$ cat config.mk
export PLATFORM = sky130hd
export DESIGN_NAME = mac_irq_regs
export DESIGN_NICKNAME = d
export VERILOG_FILES = /design/src/rtl/mac_irq_pkg.sv /design/src/rtl/evt_latch.sv /design/src/rtl/irq_mask_reg.sv /design/src/rtl/irq_summary.sv /design/src/rtl/mac_irq_regs.sv
export SDC_FILE = /design/constraint.sdc
export NUM_CORES = 1
export LEC_CHECK = 0
export BUFFER_PORTS_ARGS = -buffer_cell sky130_fd_sc_hd__clkbuf_2
export CORE_AREA = 3 3 56 58
export CTS_BUF_LIST = sky130_fd_sc_hd__clkbuf_8 sky130_fd_sc_hd__clkbuf_16
export DETAILED_ROUTE_END_ITERATION = 8
export DIE_AREA = 0 0 59 61
export PLACE_DENSITY = 0.74
export SLEW_MARGIN = 25
export SYNTH_ARGS = -nofsm -noshare
export SYNTH_HDL_FRONTEND = slang
export SYNTH_SLANG_ARGS = --single-unit
$ cat constraint.sdc
create_clock -name clk_i -period 1.6 [get_ports clk_i]
set_input_delay 0.24 -clock clk_i [delete_from_list [all_inputs] [get_ports clk_i]]
set_output_delay 0.24 -clock clk_i [all_outputs]
set_load 0.05 [all_outputs]
$ cat src/rtl/mac_irq_pkg.sv
package mac_irq_pkg;
  localparam int unsigned DW = 8;
  localparam int unsigned AW = 3;

  localparam logic [AW-1:0] ADDR_TX_STAT = 3'd0;
  localparam logic [AW-1:0] ADDR_TX_MASK = 3'd1;
  localparam logic [AW-1:0] ADDR_RX_STAT = 3'd2;
  localparam logic [AW-1:0] ADDR_RX_MASK = 3'd3;
  localparam logic [AW-1:0] ADDR_SUMMARY = 3'd4;

  localparam int unsigned CS_BIT = 6;
  localparam logic [DW-1:0] TX_EVT_BITS  = 8'hBF;
  localparam logic [DW-1:0] TX_MASK_BITS = 8'hAF;
  localparam logic [DW-1:0] RX_EVT_BITS  = 8'h9F;
  localparam logic [DW-1:0] RX_MASK_BITS = 8'h9F;
endpackage

$ cat src/rtl/evt_latch.sv
module evt_latch #(
  parameter int unsigned W = 8,
  parameter logic [W-1:0] VALID = '1
) (
  input  logic         clk_i,
  input  logic         rst_ni,
  input  logic [W-1:0] set_i,
  input  logic [W-1:0] clr_i,
  output logic [W-1:0] stat_o
);
  logic [W-1:0] stat_q;

  for (genvar i = 0; i < W; i++) begin : g_bit
    if (VALID[i]) begin : g_impl
      always_ff @(posedge clk_i or negedge rst_ni) begin
        if (!rst_ni)       stat_q[i] <= 1'b0;
        else if (set_i[i]) stat_q[i] <= 1'b1;  // set beats clear
        else if (clr_i[i]) stat_q[i] <= 1'b0;
      end
    end else begin : g_none
      assign stat_q[i] = 1'b0;
    end
  end

  assign stat_o = stat_q;

  a_r9_set_wins: assert property (@(posedge clk_i) disable iff (!rst_ni)
    (set_i & VALID) != '0 |=> (stat_o & $past(set_i & VALID)) == $past(set_i & VALID));

  a_r4_clear_one: assert property (@(posedge clk_i) disable iff (!rst_ni)
    (clr_i & ~set_i & stat_o) != '0 |=> (stat_o & $past(clr_i & ~set_i)) == '0);

  a_r2_hold: assert property (@(posedge clk_i) disable iff (!rst_ni)
    stat_o != '0 |=> (stat_o & $past(stat_o & ~clr_i)) == $past(stat_o & ~clr_i));
endmodule

$ cat src/rtl/irq_mask_reg.sv
module irq_mask_reg #(
  parameter int unsigned W = 8,
  parameter logic [W-1:0] VALID = '1
) (
  input  logic         clk_i,
  input  logic         rst_ni,
  input  logic         wr_i,
  input  logic [W-1:0] wdata_i,
  output logic [W-1:0] mask_o
);
  logic [W-1:0] mask_q;

  always_ff @(posedge clk_i or negedge rst_ni) begin
    if (!rst_ni)   mask_q <= '0;
    else if (wr_i) mask_q <= wdata_i & VALID;
  end

  assign mask_o = mask_q;

  a_r6_load: assert property (@(posedge clk_i) disable iff (!rst_ni)
    wr_i |=> mask_o == ($past(wdata_i) & VALID));
endmodule

$ cat src/rtl/irq_summary.sv
module irq_summary #(
  parameter int unsigned W = 8
) (
  input  logic [W-1:0] tx_stat_i,
  input  logic [W-1:0] tx_mask_i,
  input  logic [W-1:0] rx_stat_i,
  input  logic [W-1:0] rx_mask_i,
  input  logic         dma_done_i,
  output logic [W-1:0] summary_o,
  output logic         irq_no_o
);
  logic tx_pend, rx_pend;

  always_comb begin
    tx_pend   = |(tx_stat_i & tx_mask_i);
    rx_pend   = |(rx_stat_i & rx_mask_i);
    summary_o = '0;
    summary_o[0] = ~tx_pend;
    summary_o[1] = ~rx_pend;
    summary_o[2] = ~dma_done_i;
  end

  assign irq_no_o = &summary_o[2:0];
endmodule

$ cat src/rtl/mac_irq_regs.sv
module mac_irq_regs
  import mac_irq_pkg::*;
(
  input  logic          clk_i,
  input  logic          rst_ni,
  input  logic [AW-1:0] addr_i,
  input  logic          rd_i,
  input  logic          wr_i,
  input  logic [DW-1:0] wdata_i,
  output logic [DW-1:0] rdata_o,
  input  logic [DW-1:0] tx_evt_i,
  input  logic          carrier_i,
  input  logic [DW-1:0] rx_evt_i,
  input  logic          dma_done_i,
  output logic          irq_no_o
);
  logic [DW-1:0] tx_stat, rx_stat, tx_mask, rx_mask, summary;
  logic [DW-1:0] tx_clr, rx_clr;
  logic          tx_mask_we, rx_mask_we;

  always_comb begin
    tx_clr     = (wr_i && addr_i == ADDR_TX_STAT) ? wdata_i : '0;
    rx_clr     = (wr_i && addr_i == ADDR_RX_STAT) ? wdata_i : '0;
    tx_mask_we = wr_i && addr_i == ADDR_TX_MASK;
    rx_mask_we = wr_i && addr_i == ADDR_RX_MASK;
  end

  evt_latch #(.W(DW), .VALID(TX_EVT_BITS)) u_tx_stat (
    .clk_i, .rst_ni, .set_i(tx_evt_i), .clr_i(tx_clr), .stat_o(tx_stat));

  evt_latch #(.W(DW), .VALID(RX_EVT_BITS)) u_rx_stat (
    .clk_i, .rst_ni, .set_i(rx_evt_i), .clr_i(rx_clr), .stat_o(rx_stat));

  irq_mask_reg #(.W(DW), .VALID(TX_MASK_BITS)) u_tx_mask (
    .clk_i, .rst_ni, .wr_i(tx_mask_we), .wdata_i, .mask_o(tx_mask));

  irq_mask_reg #(.W(DW), .VALID(RX_MASK_BITS)) u_rx_mask (
    .clk_i, .rst_ni, .wr_i(rx_mask_we), .wdata_i, .mask_o(rx_mask));

  irq_summary #(.W(DW)) u_summary (
    .tx_stat_i(tx_stat), .tx_mask_i(tx_mask),
    .rx_stat_i(rx_stat), .rx_mask_i(rx_mask),
    .dma_done_i, .summary_o(summary), .irq_no_o);

  always_comb begin
    rdata_o = '0;
    if (rd_i) begin
      unique case (addr_i)
        ADDR_TX_STAT: begin
          rdata_o = tx_stat;
          rdata_o[CS_BIT] = carrier_i;  // live level, never latched
        end
        ADDR_TX_MASK: rdata_o = tx_mask;
        ADDR_RX_STAT: rdata_o = rx_stat;
        ADDR_RX_MASK: rdata_o = rx_mask;
        ADDR_SUMMARY: rdata_o = summary;
        default:      rdata_o = '0;
      endcase
    end
  end

  a_r10_irq: assert property (@(posedge clk_i) disable iff (!rst_ni)
    !irq_no_o == (((tx_stat & tx_mask) != '0) || ((rx_stat & rx_mask) != '0) || dma_done_i));

  a_r5_carrier: assert property (@(posedge clk_i) disable iff (!rst_ni)
    (rd_i && addr_i == ADDR_TX_STAT) |-> rdata_o[CS_BIT] == carrier_i);

  a_r11_idle_read: assert property (@(posedge clk_i) disable iff (!rst_ni)
    !rd_i |-> rdata_o == '0);
endmodule

==> results of run 1 <==
-- critical path, delay by kind of cell, from the launching register on --
family                 cells  cell delay, ns
multiplexers               1            0.47
flip-flops                 1            0.42
AO/OA/AOI/OAI              1            0.08
AND/OR/NAND/NOR            1            0.08
buffers and inverters      1            0.19
-- stage by stage --
step | TNS (ns) | utilization (%) | instance area, sq um | total power, uW | cells
5_1_grt | -0.810 | 64.8 | 1760 | 1570 | 187
4_1_cts | -0.572 | 63.9 | 1730 | 1500 | 185
6_report | -0.607 | 64.8 | 1760 | 1510 | 187
3_3_place_gp | -0.805 | 57.4 | 1560 | 1080 | 176
2_1_floorplan | -0.0378 | - | 1290 | 973 | 103
3_5_place_dp | -0.526 | 57.4 | 1560 | 1100 | 176
-- layout make-up --
| type | count | area (sq um) | share of cell area (%) |
|---|---|---|---|
| Clock buffer | 3 | 41.3 | 2.35 |
| Sequential cell | 25 | 626 | 35.6 |
| Multi-Input combinational cell | 75 | 669 | 38.1 |
| Timing Repair Buffer | 52 | 378 | 21.5 |
| Clock inverter | 1 | 3.75 | 0.214 |
| Tap cell | 31 | 38.8 | 2.21 |
-- cell usage in the layout (no fill, tap or decap), types with 2 or more instances in the layout --
cell	count
mux2_2	12
buf_8	2
clkbuf_2	30
buf_4	14
o21ai_2	2
and2_4	2
clkbuf_16	2
dfrtp_1	25
a22oi_1	5
mux2i_1	2
nand3_1	3
nor2_1	2
nand2_2	2
a21o_1	13
clkbuf_8	5
nor3_2	2
nand2_1	14
mux4_2	5
-- per-layer routing --
metal | track usage [%] | vias up | wire length, um
met2 | 32.0 | 34 | 1610
met4 | 5.83 | 0 | 34
met1 | 24.1 | 504 | 1280
li1 | - | 491 | -
met3 | 3.62 | 4 | 165
met5 | 0 | - | 0
-- report_power, final --
| part | switching, uW | total (uW) | internal, uW |
|---|---|---|---|
| combinational | 175 | 378 | 203 |
| clock | 192 | 363 | 172 |
| sequential | 60.4 | 766 | 706 |
-- registers in the layout, indices dropped and copies added, names as in the netlist --
| name | flops |
|---|---|
| u_tx_stat.stat_o | 7 |
| u_rx_mask.mask_o | 6 |
| u_rx_stat.stat_o | 6 |
| u_tx_mask.mask_o | 6 |
-- kinds of logic after synthesis --
family	Yosys count	synth area share (%)
and+or+nand+nor	33	15.5
AOI/OAI and AO/OA	23	12.9
DFF	25	48.8
buffers and inverters	3	1.86
muxes	19	20.9
-- what timing repair did --
item / 4_1_cts / 5_1_grt
resized for setup: 19 / 5
hold endpoints to repair: 25 / 0
endpoints found under the setup margin: 6 / 7
pin swaps: 6 / 2
setup buffers: 4 / 2
hold buffers: 1 / 0
-- path summary, 6_finish.rpt --
| check | from | endpoint | slack [ns] | cells after the start |
|---|---|---|---|---|
| hold reg to reg | u_tx_stat.stat_o[4]$_DFFE_PN0P_ | u_tx_stat.stat_o[4]$_DFFE_PN0P_ | 0.48 | 1 |
| setup reg to reg | u_rx_mask.mask_o[2]$_DFFE_PN0P_ | u_rx_mask.mask_o[2]$_DFFE_PN0P_ | 0.68 | 2 |
| setup / recovery | u_tx_stat.stat_o[1]$_DFFE_PN0P_ | rdata_o[1] | -0.14 | 4 |
| max in group asynchronous | rst_ni | u_rx_stat.stat_o[2]$_DFFE_PN0P_ | 0.68 | 2 |
| min in group asynchronous | rst_ni | u_tx_mask.mask_o[0]$_DFFE_PN0P_ | 0.51 | 2 |
| hold / removal | rx_evt_i[1] | u_rx_stat.stat_o[1]$_DFFE_PN0P_ | 0.15 | 2 |
==> results.ini, run 1 <==
[drt]
antenna_left=0
drt_iter0_drc=43
drt-total-wl_mm=3.10
wl_per_cell_um=16.6
viasPerCell=5.52
via_count=1033
drc=0
dr.pass1.iters=4

[timing]
final.setup.worst_slack_ns=-0.145
finalSetupViolCount=6
finClkSkew_ns=0
slew_violations=0
worst_slew_pin_slew_ns=0.622
finalHoldViolations=0
final.min_clock_period_ns=1.74
timing.fmax_mhz=573
rsz0062_at_grt=yes
hold_slack_ns=0.145
post-route-period-util_pct=109
slew_headroom_pct=58.5

[floorplanning]
fp.dieW_um=59
boundaryPins=42
rows=19
initial_core_util_pct=47.3
fp.dieArea_sq_um=3600
die_height_um=61
core_area_sq_um=2710

[synth]
synth-seq-cells=25
syn-instance-count=103
yosysTopAreaCell=dfrtp_1
synth_cell_types=24
syn_nets=136
synthMostInstantiatedCell=dfrtp_1
async_flop_share_pct=100
synth_warnings=0
ys_top_cells_by_count=dfrtp_1, nand2_1, a21o_1
synth_top_flop_cell=dfrtp_1
avgSynthCellArea_sq_um=12.4
synth_top_area_share_pct=48.8
syn_area_sq_um=1280
synthTopCellsByArea=dfrtp_1, mux2_2, mux4_2
synth_edf_count=0
seq_area_frac_synth_pct=48.8

[setup_path]
critical_path_class=reg2out
cp_cell_sequence=mux4_2 > nand2_1 > o21ai_1 > clkbuf_8
critPathMaxFanout=3
cpMaxStageDelayCell=mux4_2
crit_arrival_ns=1.50
cpPeakStageDelay_ns=0.47
critPathLaunchType=flop
crit_required_ns=1.36
end_kind=primary output

[pwr]
power.density_nw_per_um2=858
ir_drop_mv=0.691
p_leak_uw=0.000759

[final_layout]
diodes=0
post_route_cells_drive_above_1_share_pct=53.2
area_growth_syn_to_layout_pct=37.1
n_fill_cell=221
nets=190

[global_routing]
grt_pass1_wl_mm=4.92
grt_overflow=0
grt_max_degree=26
grt_pass1_vias=1049
antenna_found_initial=0
grt.total_usage_pct=18.7

[clock_tree]
cts_made_buffers=3
cts-htree-levels=1
cts_tree=built
cts_buffer_depth=2
clock_latency_ns=0.27
cts-root-buf=clkbuf_8
cts_sinks=25
path_clk_slew_ns=0.08

[place]
place_congestion=0.805
dpl_worst_slack_ns=-0.0690
portBuffers=37
dpl.hpwl_mm=2.20

[worst_hold_path]
hold_path_class=in2reg

[outcome]
failed_checks=negative setup slack
status=finished with violations

[job]
drv_cap=0

Note: power is estimated with default switching activity, not from simulation.
==> inputs of run 2 (changes only) <==
--- a/config.mk
+++ b/config.mk
@@ -6,12 +6,13 @@
 export NUM_CORES = 1
 export LEC_CHECK = 0
 export BUFFER_PORTS_ARGS = -buffer_cell sky130_fd_sc_hd__clkbuf_2
-export CORE_AREA = 3 3 56 58
+export CORE_AREA = 3 3 62 64
 export CTS_BUF_LIST = sky130_fd_sc_hd__clkbuf_8 sky130_fd_sc_hd__clkbuf_16
 export DETAILED_ROUTE_END_ITERATION = 8
-export DIE_AREA = 0 0 59 61
-export PLACE_DENSITY = 0.74
+export DIE_AREA = 0 0 65 67
+export PLACE_DENSITY = 0.78
 export SLEW_MARGIN = 25
 export SYNTH_ARGS = -nofsm -noshare
 export SYNTH_HDL_FRONTEND = slang
+export SYNTH_HIERARCHICAL = 1
 export SYNTH_SLANG_ARGS = --single-unit
==> results.ini, run 2 <==
[setup_path]
cpPeakStageDelay_ns=0.40  ; -0.07 ns
cp_num_buf_inv=1  ; unchanged
critical_path_class=reg2out
cp_cell_sequence=a22oi_2 > and4_1 > nand3b_1 > a21oi_2 > o21a_1 > buf_12
crit_family=compound AO/OA/AOI/OAI gates
crit_arrival_ns=1.76  ; +0.26 ns
r2r_cells=3  ; +1
crit_required_ns=1.36  ; about the same
end_kind=primary output
critPathMaxFanout=2  ; -1
cp.depth=6  ; +2
critPathLaunchType=flop
cpMaxStageDelayCell=dfrtp_1

[global_routing]
grt.total_usage_pct=21.8  ; +3.1 points
grt_pass1_vias=1447  ; +38%
antenna_found_initial=0  ; unchanged
grt_max_degree=26  ; unchanged
grt_overflow=0  ; unchanged
grt_pass1_wl_mm=6.98  ; +42%

[worst_hold_path]
hold_path_class=in2reg
holdPathStages=2  ; unchanged

[drt]
drt-total-wl_mm=4.68  ; +51%
viasPerCell=5.27  ; -4.7%
drt_iter0_drc=104  ; +140%
wl_per_cell_um=15.8  ; -4.5%
drc=0  ; unchanged
via_count=1559  ; +51%
dr.pass1.iters=4  ; unchanged
antenna_left=0  ; unchanged

[floorplanning]
fp.dieW_um=65  ; +10%
boundaryPins=42  ; unchanged
die_height_um=67  ; +9.8%
rows=21  ; +2
initial_core_util_pct=53.3  ; +6.0 points
fp.dieArea_sq_um=4360  ; +21%
core_area_sq_um=3340  ; +23%

[pwr]
ir_drop_mv=0.549  ; -20%
power.density_nw_per_um2=722  ; -16%
p_leak_uw=0.00117  ; +54%

[outcome]
status=finished with violations
failed_checks=negative setup slack

[synth]
avgSynthCellArea_sq_um=9.72  ; -22%
syn-instance-count=183  ; +78%
syn_area_sq_um=1780  ; +39%
synth_warnings=6  ; +6

[clock_tree]
cts-htree-levels=1  ; unchanged
path_clk_slew_ns=0.09  ; about the same
clock_latency_ns=0.27  ; about the same
cts-root-buf=clkbuf_8
cts_buffer_depth=2  ; unchanged
cts_made_buffers=3  ; unchanged
cts_tree=built
cts_sinks=25  ; unchanged

[timing]
final.setup.worst_slack_ns=-0.402  ; -0.257 ns
post-route-period-util_pct=125  ; +16 points
final.min_clock_period_ns=2.00  ; +0.257 ns
tns_ns=-1.48  ; -0.874 ns
hold_slack_ns=0.132  ; -0.0136 ns
finalSetupViolCount=9  ; +3
timing.fmax_mhz=500  ; -13%
finalHoldViolations=0  ; unchanged
worst_slew_pin_slew_ns=0.626  ; +0.00322 ns
rsz0062_at_grt=yes
slew_headroom_pct=58.3  ; -0.21 points
slew_violations=0  ; unchanged
finClkSkew_ns=0  ; unchanged

[final_layout]
nets=284  ; +49%
post_route_cells_drive_above_1_share_pct=46.8  ; -6.4 points
design_area_sq_um=2580  ; +47%
final_cell_mix=buf_4, clkbuf_2, dfrtp_1
diodes=0  ; unchanged
area_growth_syn_to_layout_pct=45.0
post-route-util_pct=77.2  ; +12 points
final_common_cell=buf_4
largest_reg_flops=7  ; unchanged

[place]
portBuffers=37  ; unchanged
place_congestion=0.839  ; +4.2%
dpl_worst_slack_ns=-0.103  ; -0.0339 ns
dpl-instance-area_sq_um=2290  ; +47%
dpl.hpwl_mm=3.27  ; +49%

[job]
drv_cap=0  ; unchanged

==> run 2: power by group <==
part,internal (uW),switching [uW]
Clock,177,220
Combinational,410,289
Sequential,705,59.1
Total,1290,568
==> run 2: repair_timing <==
action                                  in CTS  in global routing
endpoints found under the setup margin       9                  9
pin swaps                                    4                  8
hold endpoints to repair                    25                  0
hold buffers                                 1                  0
gates resized for setup                     18                 25
buffers inserted                             2                  7
==> run 2: cell type report <==
type / count / area, sq um
fillers: 228 / 759
flip-flops and latches: 25 / 626
repair buffers: 80 / 716
clock inverters: 1 / 7.51
multi-input cells: 119 / 1040
well taps: 46 / 57.6
clock buffers: 3 / 41.3
inverters: 22 / 85.1
==> run 2: per-stage QoR <==
step / total power [uW] / std cells
final: 1860 / 296
after global routing: 1940 / 296
after CTS: 1770 / 293
after detailed placement: 1350 / 287
after global placement: 1320 / 287
after floorplan: 1080 / 190
==> run 2: layer usage <==
metal / GRT usage [%] / share of wire (%) / up-vias
met5: 0 / 0 / -
li1: - / - / 746
met4: 10.6 / 2.4 / 0
met1: 27.5 / 43 / 771
met3: 2.02 / 2.5 / 8
met2: 37.3 / 52 / 34
==> run 2: final timing paths <==
path                                                        end                            start  slack, ns
worst min-delay path            u_rx_stat/stat_o[7]$_DFFE_PN0P_                      rx_evt_i[7]       0.13
min in group asynchronous       u_tx_stat/stat_o[5]$_DFFE_PN0P_                           rst_ni       0.50
worst min register to register  u_tx_stat/stat_o[4]$_DFFE_PN0P_  u_tx_stat/stat_o[4]$_DFFE_PN0P_       0.56
worst max-delay path                                 rdata_o[0]  u_tx_mask/mask_o[2]$_DFFE_PN0P_      -0.40
worst max register to register  u_rx_mask/mask_o[7]$_DFFE_PN0P_  u_rx_mask/mask_o[7]$_DFFE_PN0P_       0.57
max in group asynchronous       u_rx_stat/stat_o[4]$_DFFE_PN0P_                           rst_ni       0.69
==> inputs of run 3 (changes only) <==
--- a/config.mk
+++ b/config.mk
@@ -6,11 +6,11 @@
 export NUM_CORES = 1
 export LEC_CHECK = 0
 export BUFFER_PORTS_ARGS = -buffer_cell sky130_fd_sc_hd__clkbuf_2
-export CORE_AREA = 3 3 62 64
+export CORE_AREA = 3 3 60 62
 export CTS_BUF_LIST = sky130_fd_sc_hd__clkbuf_8 sky130_fd_sc_hd__clkbuf_16
 export DETAILED_ROUTE_END_ITERATION = 8
-export DIE_AREA = 0 0 65 67
-export PLACE_DENSITY = 0.78
+export DIE_AREA = 0 0 63 65
+export PLACE_DENSITY = 0.83
 export SLEW_MARGIN = 25
 export SYNTH_ARGS = -nofsm -noshare
 export SYNTH_HDL_FRONTEND = slang
==> constraint.sdc (replaced) <==
create_clock -name clk_i -period 2.4 [get_ports clk_i]
set_input_delay 0.36 -clock clk_i [delete_from_list [all_inputs] [get_ports clk_i]]
set_output_delay 0.36 -clock clk_i [all_outputs]
set_load 0.05 [all_outputs]
==> results.ini, run 3 (synthesis gave the netlist of run 2 again) <==
[drt]
dr.pass1.iters=4  ; unchanged
wl_per_cell_um=14.5  ; -8.0%
drt-total-wl_mm=3.70  ; -21%
viasPerCell=5.33  ; +1.2%
via_count=1354  ; -13%
antenna_left=0  ; unchanged
drc=0  ; unchanged
drt_iter0_drc=71  ; -32%

[final_layout]
design_area_sq_um=1970  ; -24%
area_growth_syn_to_layout_pct=10.6
final_cell_mix=clkbuf_2, dfrtp_1, inv_1
final_common_cell=clkbuf_2
largest_reg_flops=7  ; unchanged
nets=244  ; -14%
post-route-util_pct=63.9  ; -13 points
post_route_cells_drive_above_1_share_pct=28.1  ; -19 points
diodes=0  ; unchanged

[clock_tree]
cts_sinks=25  ; unchanged
cts_tree=built
cts_buffer_depth=2  ; unchanged
cts_made_buffers=3  ; unchanged
cts-root-buf=clkbuf_8
clock_latency_ns=0.27  ; about the same
cts_setup_buffers=0  ; -2
path_clk_slew_ns=0.10  ; about the same
ctsHoldBuffers=0  ; -1
ctsResizeCount=0  ; -18
cts-htree-levels=1  ; unchanged

[global_routing]
grt_max_degree=27  ; +3.8%
grt_overflow=0  ; unchanged
met2_usage_pct=30.7  ; -6.6 points
busiest_layer=met2
use_met3_pct=3.47  ; +1.4 points
met1_usage_pct=27.5  ; -0.029 points
antenna_found_initial=0  ; unchanged
grt_pass1_vias=1341  ; -7.3%
grt.total_usage_pct=19.7  ; -2.1 points
grt_pass1_wl_mm=6.32  ; -9.5%

[setup_path]
r2r_cells=1  ; -2
critical_path_class=reg2out
crit_path_start=u_tx_stat/stat_o[0]$_DFFE_PN0P_
end_kind=primary output
timing.rr.end=u_tx_mask/mask_o[7]$_DFFE_PN0P_
rrSetupSlack_ns=1.58  ; +1.01 ns
critPathMaxFanout=3  ; +1
crit_path_end=rdata_o[0]
r2r-start=u_tx_mask/mask_o[7]$_DFFE_PN0P_
crit_arrival_ns=1.80  ; +0.04 ns
critPathLaunchType=flop
crit_required_ns=2.04  ; +0.68 ns

[timing]
post-route-period-util_pct=90.2
hold_slack_ns=0.0846  ; -0.0470 ns
rsz0062_at_grt=no
timing.fmax_mhz=462
finalHoldViolations=0  ; unchanged
final.min_clock_period_ns=2.16
slew_violations=0  ; unchanged
worst_slew_pin_slew_ns=0.622  ; -0.00312 ns
finalSetupViolCount=0  ; -9
final.setup.worst_slack_ns=0.236  ; +0.637 ns
tns_ns=0  ; +1.48 ns
finClkSkew_ns=0  ; unchanged
slew_headroom_pct=58.5  ; +0.21 points

[floorplanning]
fp.dieArea_sq_um=4100  ; -6.0%
rows=20  ; -4.8%
fp.dieW_um=63  ; -3.1%
core_area_sq_um=3080  ; -7.8%
initial_core_util_pct=57.8  ; +4.5 points
die_height_um=65  ; -3.0%
boundaryPins=42  ; unchanged

[pwr]
ir_drop_mv=0.364  ; -34%
combPwrFrac_pct=25.7  ; -12 points
power.density_nw_per_um2=528  ; -27%
cell_internal_pwr_uw=727  ; -44%
clock_power_share_pct=24.8  ; +3.5 points
switching_power_uw=312  ; -45%
seq_power_share_pct=49.5  ; +8.4 points
switching_share_pct=30.0  ; -0.52 points
p_leak_uw=0.000917  ; -22%

[place]
dpl.hpwl_mm=2.75  ; -16%
place_congestion=0.885  ; +5.4%
dpl-instance-area_sq_um=1920  ; -16%
portBuffers=37  ; unchanged
dpl_worst_slack_ns=0.340  ; +0.443 ns

[outcome]
status=complete, no violations

[worst_hold_path]
hold_path_class=in2async

[job]
drv_cap=0  ; unchanged

## run 3: cell type report
class	instances	area [sq um]
tap	44	55.1
clock inverter	1	7.51
timing repair buffer	40	220
multi-input combinational	119	933
clock buffer	3	41.3
fill	282	1110
inverter	22	82.6
sequential	25	626
## run 3: through the flow
step	instances	power [uW]
2_1_floorplan	190	720
3_3_place_gp	250	777
3_5_place_dp	250	784
4_1_cts	254	1040
5_1_grt	254	1090
6_report	254	1040
## run 3: how the worst min path moves through the flow
stage	cells past startpoint	slack (ns)	end
floorplan	0	0.06	u_rx_mask/mask_o[0]$_DFFE_PN0P_
global placement	1	0.39	u_rx_stat/stat_o[2]$_DFFE_PN0P_
detailed placement	1	0.40	u_rx_stat/stat_o[4]$_DFFE_PN0P_
CTS	1	0.11	u_rx_stat/stat_o[1]$_DFFE_PN0P_
global route	1	0.12	u_rx_stat/stat_o[1]$_DFFE_PN0P_
finish	1	0.08	u_rx_stat/stat_o[1]$_DFFE_PN0P_
## run 3: critical path, stage by stage (launching register included)
cell and delay [ns]:
dfrtp_1 0.42, a22oi_1 0.23, and4_1 0.25, nand3b_1 0.08, a21oi_1 0.14, o21a_1 0.14
clkbuf_2 0.27
## run 3: layer usage
metal  share of wire [%]  wire (um)
met3                 4.0        146
met4                 1.3         48
met5                   0          0
met1                  47       1740
met2                  48       1760
## run 3: power groups by stage
| stage | logic, uW | registers (uW) | clock network [uW] |
|---|---|---|---|
| after global routing | 291 | 522 | 278 |
| after detailed placement | 262 | 521 | 0 |
| after global placement | 257 | 520 | 0 |
| final | 267 | 514 | 257 |
| after floorplan | 213 | 507 | 0 |
| after CTS | 264 | 513 | 264 |
